**src/rtl/bcm_phase_pkg.sv**
```systemverilog
package bcm_phase_pkg;

    typedef enum logic [2:0] {
        ST_IDLE  = 3'd0,
        ST_ARMED = 3'd1,
        ST_ON    = 3'd2,
        ST_WAIT  = 3'd3,
        ST_HOLD  = 3'd4
    } phase_st_e;

    function automatic int unsigned max_width(input int unsigned a, input int unsigned b);
        return (a > b) ? a : b;
    endfunction

endpackage

```
**src/rtl/bcm_zcd_edge.sv**
```systemverilog
module bcm_zcd_edge #(
    parameter int SYNC_STAGES = 2
) (
    input  logic clk,
    input  logic rst_n,
    input  logic zcd_in,
    output logic valley
);

    typedef struct packed {
        logic [SYNC_STAGES-1:0] sync;
        logic                   prev;
    } edge_st_t;

    edge_st_t q, d;
    logic [SYNC_STAGES-1:0] chain_d;

    assign chain_d[0] = zcd_in;
    for (genvar i = 1; i < SYNC_STAGES; i++) begin : g_chain
        assign chain_d[i] = q.sync[i-1];
    end

    always_comb begin
        d      = q;
        d.sync = chain_d;
        d.prev = q.sync[SYNC_STAGES-1];
    end

    always_ff @(posedge clk or negedge rst_n) begin
        if (!rst_n) begin
            q <= '0;
        end else begin
            q <= d;
        end
    end

    assign valley = q.sync[SYNC_STAGES-1] & ~q.prev;

    // a recognised valley lasts exactly one clock
    p_valley_single_r6: assert property (@(posedge clk) disable iff (!rst_n)
        valley |=> !valley);

endmodule

```
**src/rtl/bcm_cycle_ctrl.sv**
```systemverilog
module bcm_cycle_ctrl
    import bcm_phase_pkg::*;
#(
    parameter int TON_W          = 10,
    parameter int CNT_W          = 14,
    parameter int MIN_PERIOD     = 250,
    parameter int RESTART_PERIOD = 7353
) (
    input  logic             clk,
    input  logic             rst_n,
    input  logic             phase_off,
    input  logic             start_req,
    input  logic [TON_W-1:0] ton_word,
    input  logic             valley,
    output logic             gate,
    output logic             cycle_start,
    output logic             restart_mode,
    output logic [CNT_W-1:0] period_meas
);

    localparam logic [CNT_W:0] MIN_C = (CNT_W+1)'(MIN_PERIOD);
    localparam logic [CNT_W:0] RST_C = (CNT_W+1)'(RESTART_PERIOD);

    typedef struct packed {
        phase_st_e        state;
        logic [CNT_W-1:0] per;
        logic [TON_W-1:0] ton;
        logic             gate;
        logic             strobe;
        logic             rflag;
        logic [CNT_W-1:0] meas;
    } ctrl_st_t;

    ctrl_st_t q, d;

    logic [TON_W-1:0] ton_eff;
    logic [CNT_W:0]   per_inc;
    logic             start_now;
    logic             by_restart;

    assign ton_eff = (q.ton == '0) ? TON_W'(1) : q.ton;
    assign per_inc = {1'b0, q.per} + (CNT_W+1)'(1);

    always_comb begin
        d          = q;
        d.strobe   = 1'b0;
        start_now  = 1'b0;
        by_restart = 1'b0;

        unique case (q.state)
            ST_IDLE: begin
                d.per  = '0;
                d.gate = 1'b0;
                if (start_req) begin
                    d.state = ST_ARMED;
                end
            end
            ST_ARMED: begin
                if (per_inc >= RST_C) begin
                    start_now  = 1'b1;
                    by_restart = 1'b1;
                end else begin
                    d.per = per_inc[CNT_W-1:0];
                end
            end
            ST_ON: begin
                d.per = per_inc[CNT_W-1:0];
                if (per_inc >= (CNT_W+1)'(ton_eff)) begin
                    d.state = ST_WAIT;
                    d.gate  = 1'b0;
                end
            end
            ST_WAIT: begin
                if (valley) begin
                    d.meas = per_inc[CNT_W-1:0];
                    if (per_inc >= MIN_C) begin
                        start_now = 1'b1;
                    end else begin
                        d.state = ST_HOLD;
                        d.per   = per_inc[CNT_W-1:0];
                    end
                end else if (per_inc >= RST_C) begin
                    d.meas     = RST_C[CNT_W-1:0];
                    start_now  = 1'b1;
                    by_restart = 1'b1;
                end else begin
                    d.per = per_inc[CNT_W-1:0];
                end
            end
            ST_HOLD: begin
                if (per_inc >= MIN_C) begin
                    start_now = 1'b1;
                end else begin
                    d.per = per_inc[CNT_W-1:0];
                end
            end
            default: begin
                d.state = ST_IDLE;
                d.gate  = 1'b0;
            end
        endcase

        if (start_now) begin
            d.state  = ST_ON;
            d.per    = '0;
            d.ton    = ton_word;
            d.gate   = 1'b1;
            d.strobe = 1'b1;
            d.rflag  = by_restart;
        end

        if (phase_off) begin
            d.state  = ST_IDLE;
            d.per    = '0;
            d.gate   = 1'b0;
            d.strobe = 1'b0;
            d.rflag  = 1'b0;
        end
    end

    always_ff @(posedge clk or negedge rst_n) begin
        if (!rst_n) begin
            q       <= '0;
            q.state <= ST_IDLE;
        end else begin
            q <= d;
        end
    end

    assign gate         = q.gate;
    assign cycle_start  = q.strobe;
    assign restart_mode = q.rflag;
    assign period_meas  = q.meas;

    // a pulse that ends normally has lasted the latched on-time
    p_on_len_r2: assert property (@(posedge clk) disable iff (!rst_n)
        ($fell(q.gate) && q.state == ST_WAIT) |-> (q.per == CNT_W'(ton_eff)));

    // a valley-launched turn-on respects the minimum period
    p_min_period_r4: assert property (@(posedge clk) disable iff (!rst_n)
        (q.strobe && !q.rflag) |->
            (({1'b0, $past(q.per)} + (CNT_W+1)'(1)) >= MIN_C));

    // while a valley is held the switch stays off
    p_hold_gate_low_r4: assert property (@(posedge clk) disable iff (!rst_n)
        (q.state == ST_HOLD) |-> !q.gate);

    // the gate is high exactly while the on-time runs
    p_gate_state_r7: assert property (@(posedge clk) disable iff (!rst_n)
        q.gate |-> (q.state == ST_ON));

endmodule

```
**src/rtl/bcm_phase_timer.sv**
```systemverilog
module bcm_phase_timer
    import bcm_phase_pkg::*;
#(
    parameter int TON_W          = 10,
    parameter int MIN_PERIOD     = 250,
    parameter int RESTART_PERIOD = 7353,
    parameter int SYNC_STAGES    = 2,
    localparam int CNT_W = int'(max_width($clog2(RESTART_PERIOD + 1), TON_W + 1))
) (
    input  logic             clk,
    input  logic             rst_n,
    input  logic             phase_off,
    input  logic             start_req,
    input  logic [TON_W-1:0] ton_word,
    input  logic             zcd_in,
    output logic             gate,
    output logic             cycle_start,
    output logic             restart_mode,
    output logic [CNT_W-1:0] period_meas
);

    logic valley;

    bcm_zcd_edge #(
        .SYNC_STAGES (SYNC_STAGES)
    ) u_zcd (
        .clk    (clk),
        .rst_n  (rst_n),
        .zcd_in (zcd_in),
        .valley (valley)
    );

    bcm_cycle_ctrl #(
        .TON_W          (TON_W),
        .CNT_W          (CNT_W),
        .MIN_PERIOD     (MIN_PERIOD),
        .RESTART_PERIOD (RESTART_PERIOD)
    ) u_ctrl (
        .clk          (clk),
        .rst_n        (rst_n),
        .phase_off    (phase_off),
        .start_req    (start_req),
        .ton_word     (ton_word),
        .valley       (valley),
        .gate         (gate),
        .cycle_start  (cycle_start),
        .restart_mode (restart_mode),
        .period_meas  (period_meas)
    );

    // turning the phase off drops the gate on the next clock
    p_off_gate_low_r8: assert property (@(posedge clk) disable iff (!rst_n)
        phase_off |=> !gate);

    // the start strobe always coincides with a high gate
    p_strobe_gate_r9: assert property (@(posedge clk) disable iff (!rst_n)
        cycle_start |-> gate);

endmodule

```
**config.mk**
```make
export PLATFORM = sky130hd
export DESIGN_NAME = bcm_phase_timer
export DESIGN_NICKNAME = d
export VERILOG_FILES = /design/src/rtl/bcm_phase_pkg.sv /design/src/rtl/bcm_zcd_edge.sv /design/src/rtl/bcm_cycle_ctrl.sv /design/src/rtl/bcm_phase_timer.sv
export SDC_FILE = /design/constraint.sdc
export NUM_CORES = 1
export LEC_CHECK = 0
export CORE_ASPECT_RATIO = 0.8
export CORE_MARGIN = 1
export CORE_UTILIZATION = 68
export DETAILED_ROUTE_END_ITERATION = 12
export DONT_BUFFER_PORTS = 1
export PLACE_DENSITY_LB_ADDON = 0.1
export SYNTH_ARGS = -nofsm -noshare
export SYNTH_HDL_FRONTEND = slang
export SYNTH_HIERARCHICAL = 1
export SYNTH_SLANG_ARGS = --single-unit
```
**constraint.sdc**
```tcl
create_clock -name clk -period 6.6 [get_ports clk]
set_clock_uncertainty 0.05 [all_clocks]
set_input_delay 1.32 -clock clk [delete_from_list [all_inputs] [get_ports clk]]
set_output_delay 1.32 -clock clk [all_outputs]
set_load 0.1 [all_outputs]
```
==> impl_metrics.json <==
{
  "post-route-util_pct": 72.76,
  "final-hold-violation-count": 0,
  "track_usage_pct": 30.42,
  "synth.top_cell.area_share_pct": 40.30,
  "grt_pass1_vias": 1926,
  "dieHeight_um": 59.33,
  "syn-num-nets": 338,
  "synthTopCellsByArea": "dfrtp_1 40%, ha_1 5.8%, nand2_1 4.4%, o21ai_0 4.3%, buf_4 4.3%",
  "worst_path_max_delay_cell": "o2bb2ai_2",
  "antenna-diode-count": 0,
  "fmax_ghz": 0.2828,
  "timing.hold.ws_ns": 0.3030,
  "critPathRequiredTime_ns": 6.73,
  "core.rowCount": 20,
  "cts_buffers": 5,
  "synth-edff-count": 0,
  "relSlewSlack_pct": 26.35,
  "clk_pin_slew_ns": 0.08,
  "first_pass_iters": 6,
  "rsz0062_at_grt": "false",
  "path_cells": "ha_1, nand2_2, nor3_4, mux2i_1, a311oi_2, o2bb2ai_2, nand2b_1, o21ai_0",
  "portBuffers": 0,
  "synth-seq-cells": 45,
  "grt_pass1_wl_um": 9549,
  "p_leak_nw": 1.297,
  "clk_latency_ns": 0.31,
  "die_w_um": 73.67,
  "hold_class": "reg -> reg",
  "ys_seq_area_share_pct": 40.30,
  "final_nets": 314,
  "drive_above_1_share_pct": 6.969,
  "r2r_cells": 8,
  "yosysUniqueCellTypes": 56,
  "hold_buffers": 0,
  "drv_cap": 0,
  "vias": 2147,
  "drt-initial-drc-count": 214,
  "start_kind": "register",
  "min_path_cells": 0,
  "setup_viol": 0,
  "htree_levels": 2,
  "area_growth_pct": 0.3583,
  "clock_sinks": 45,
  "stdcell_count": 342,
  "drc": 0,
  "start_util_pct": 72.50,
  "root_buffer": "clkbuf_8",
  "dpl.cell_count": 334,
  "critPathCaptureType": "register",
  "post_cts_resize_count": 0,
  "vdd_drop_max_uv": 156.5,
  "syn_area_um2": 2794,
  "synth.avg_cell_area_um2": 9.013,
  "via_per_inst": 6.278,
  "overflow": 0,
  "synth_async_sr_flop_share_pct": 100.0,
  "slowest_delay_ns": 0.86,
  "netlist_top_cells_count": "45 x dfrtp_1, 33 x nand2_1, 26 x inv_1",
  "antenna_found_initial": 0,
  "period_minus_slack_ns": 3.536,
  "ys.flop_type": "dfrtp_1",
  "report.final.slew_viol_count": 0,
  "pre_cts_ws_ns": 3.141,
  "worst_slack_ns": 3.064,
  "synth.largest_area_cell": "dfrtp_1",
  "grt_max_degree": 46,
  "crit_fanout": 27,
  "ant_nets": 0,
  "netlist_instances": 310,
  "status": "complete, no violations",
  "yosysWarnings": 6,
  "finalCritPeriodShare_pct": 53.57,
  "drt_wl_total_um": 5928,
  "nFillCells": 298,
  "post-cts-setup-buffers": 0,
  "crit_arrival_ns": 3.67,
  "core_area_um2": 3854,
  "power_density_nw_per_um2": 191.2,
  "place_congestion": 0.9439,
  "path_class": "reg -> reg",
  "wl_per_cell_um": 17.33,
  "io_pins": 31,
  "clock_path_buffers": 2,
  "cts_tree": "done",
  "dp_hpwl_um": 4167,
  "die_area_um2": 4371,
  "yosysMostFrequentCell": "dfrtp_1",
  "tightestPinTransition_ns": 1.105,
  "fin_setup_tns_ns": 0
}
==> final cells by class <==
class | count | area (µm²) | area share (%)
Multi-Input combinational cell | 208 | 1391 | 49.62
Sequential cell | 45 | 1126 | 40.16
Inverter | 26 | 97.59 | 3.481
Clock buffer | 6 | 82.58 | 2.945
Tap cell | 55 | 68.82 | 2.454
Clock inverter | 2 | 37.54 | 1.339
==> final timing paths <==
kind	from	endpoint	slack, ns
setup / recovery	u_ctrl/q[26]	u_ctrl/q[38]	3.06
hold / removal	u_zcd/chain_d[1]	u_zcd/d[0]	0.30
setup reg to reg	u_ctrl/q[26]	u_ctrl/q[38]	3.06
hold reg to reg	u_zcd/chain_d[1]	u_zcd/d[0]	0.30
max in group asynchronous	rst_n	u_ctrl/period_meas[12]	5.78
min in group asynchronous	rst_n	u_ctrl/q[20]	0.64
==> kinds of logic (layout without fill, tap and decap cells) <==
group,count (synthesis),in the layout,synth area share [%]
and+or+nand+nor,104,104,20.24
AOI/OAI and AO/OA,78,78,19.30
buffers and inverters,57,34,10.08
DFF,45,45,40.30
adders and majority gates,13,13,5.822
xor gates and xnor gates,10,10,3.135
muxes,3,3,1.120
==> flip-flops by register name, summed over array words and instances (netlist names) <==
signal               cells
u_zcd/d                  1
u_ctrl/cycle_start       1
u_ctrl/restart_mode      1
u_ctrl/q                26
u_ctrl/period_meas      13
u_ctrl/gate              1
u_zcd/q                  1
u_zcd/chain_d            1
==> metrics by stage <==
stage	area, µm²	power [mW]
after floorplan	2794	0.3210
after global placement	2684	0.3204
after detailed placement	2684	0.3213
after CTS	2804	0.5383
after global routing	2804	0.5527
final	2804	0.5362
==> layer usage <==
metal / routed length (µm) / track usage [%]
met5: 0 / 0
met4: 91 / 12.64
met3: 510 / 8.163
met2: 2626 / 44.17
met1: 2700 / 43.04
==> critical path, delay by kind of cell, from the launching register on <==
| family | cells | cell delay (ns) |
|---|---|---|
| flip-flops | 1 | 0.51 |
| adder cells (fa/ha/maj) | 1 | 0.41 |
| AO/OA/AOI/OAI | 3 | 1.09 |
| AND/OR/NAND/NOR | 3 | 1.03 |
| multiplexers | 1 | 0.30 |
==> power breakdown <==
group          leakage [nW]  switching, mW  internal [mW]
Clock                0.0574         0.0970          0.123
Combinational         0.668        0.00900        0.00663
Sequential            0.572         0.0202          0.280
Total                  1.30          0.126          0.410
==> cells in the final DEF, fill, tap and decap left out, types with 2 or more instances in the layout <==
master,Yosys,final
o21ai_0,24,24
inv_1,26,26
o22ai_1,4,4
nor3_1,5,4
or3_1,2,2
mux2i_1,2,2
nor2_1,17,17
nor3_4,2,2
nand4_1,3,3
o31ai_1,3,3
a21o_1,5,5
nor4_1,4,4
nand3_1,11,11
a211oi_1,5,5
nand2_1,33,33
a21oi_1,10,10
clkbuf_8,0,6
o21a_1,2,2
ha_1,13,13
xor2_1,6,6
a2bb2oi_1,9,9
a31oi_1,3,3
nor2b_1,2,2
o2111ai_1,2,2
dfrtp_1,45,45
nand2b_1,9,9
and3_1,3,3
xnor2_1,4,4
No activity file was read; power rests on OpenSTA's default activity.
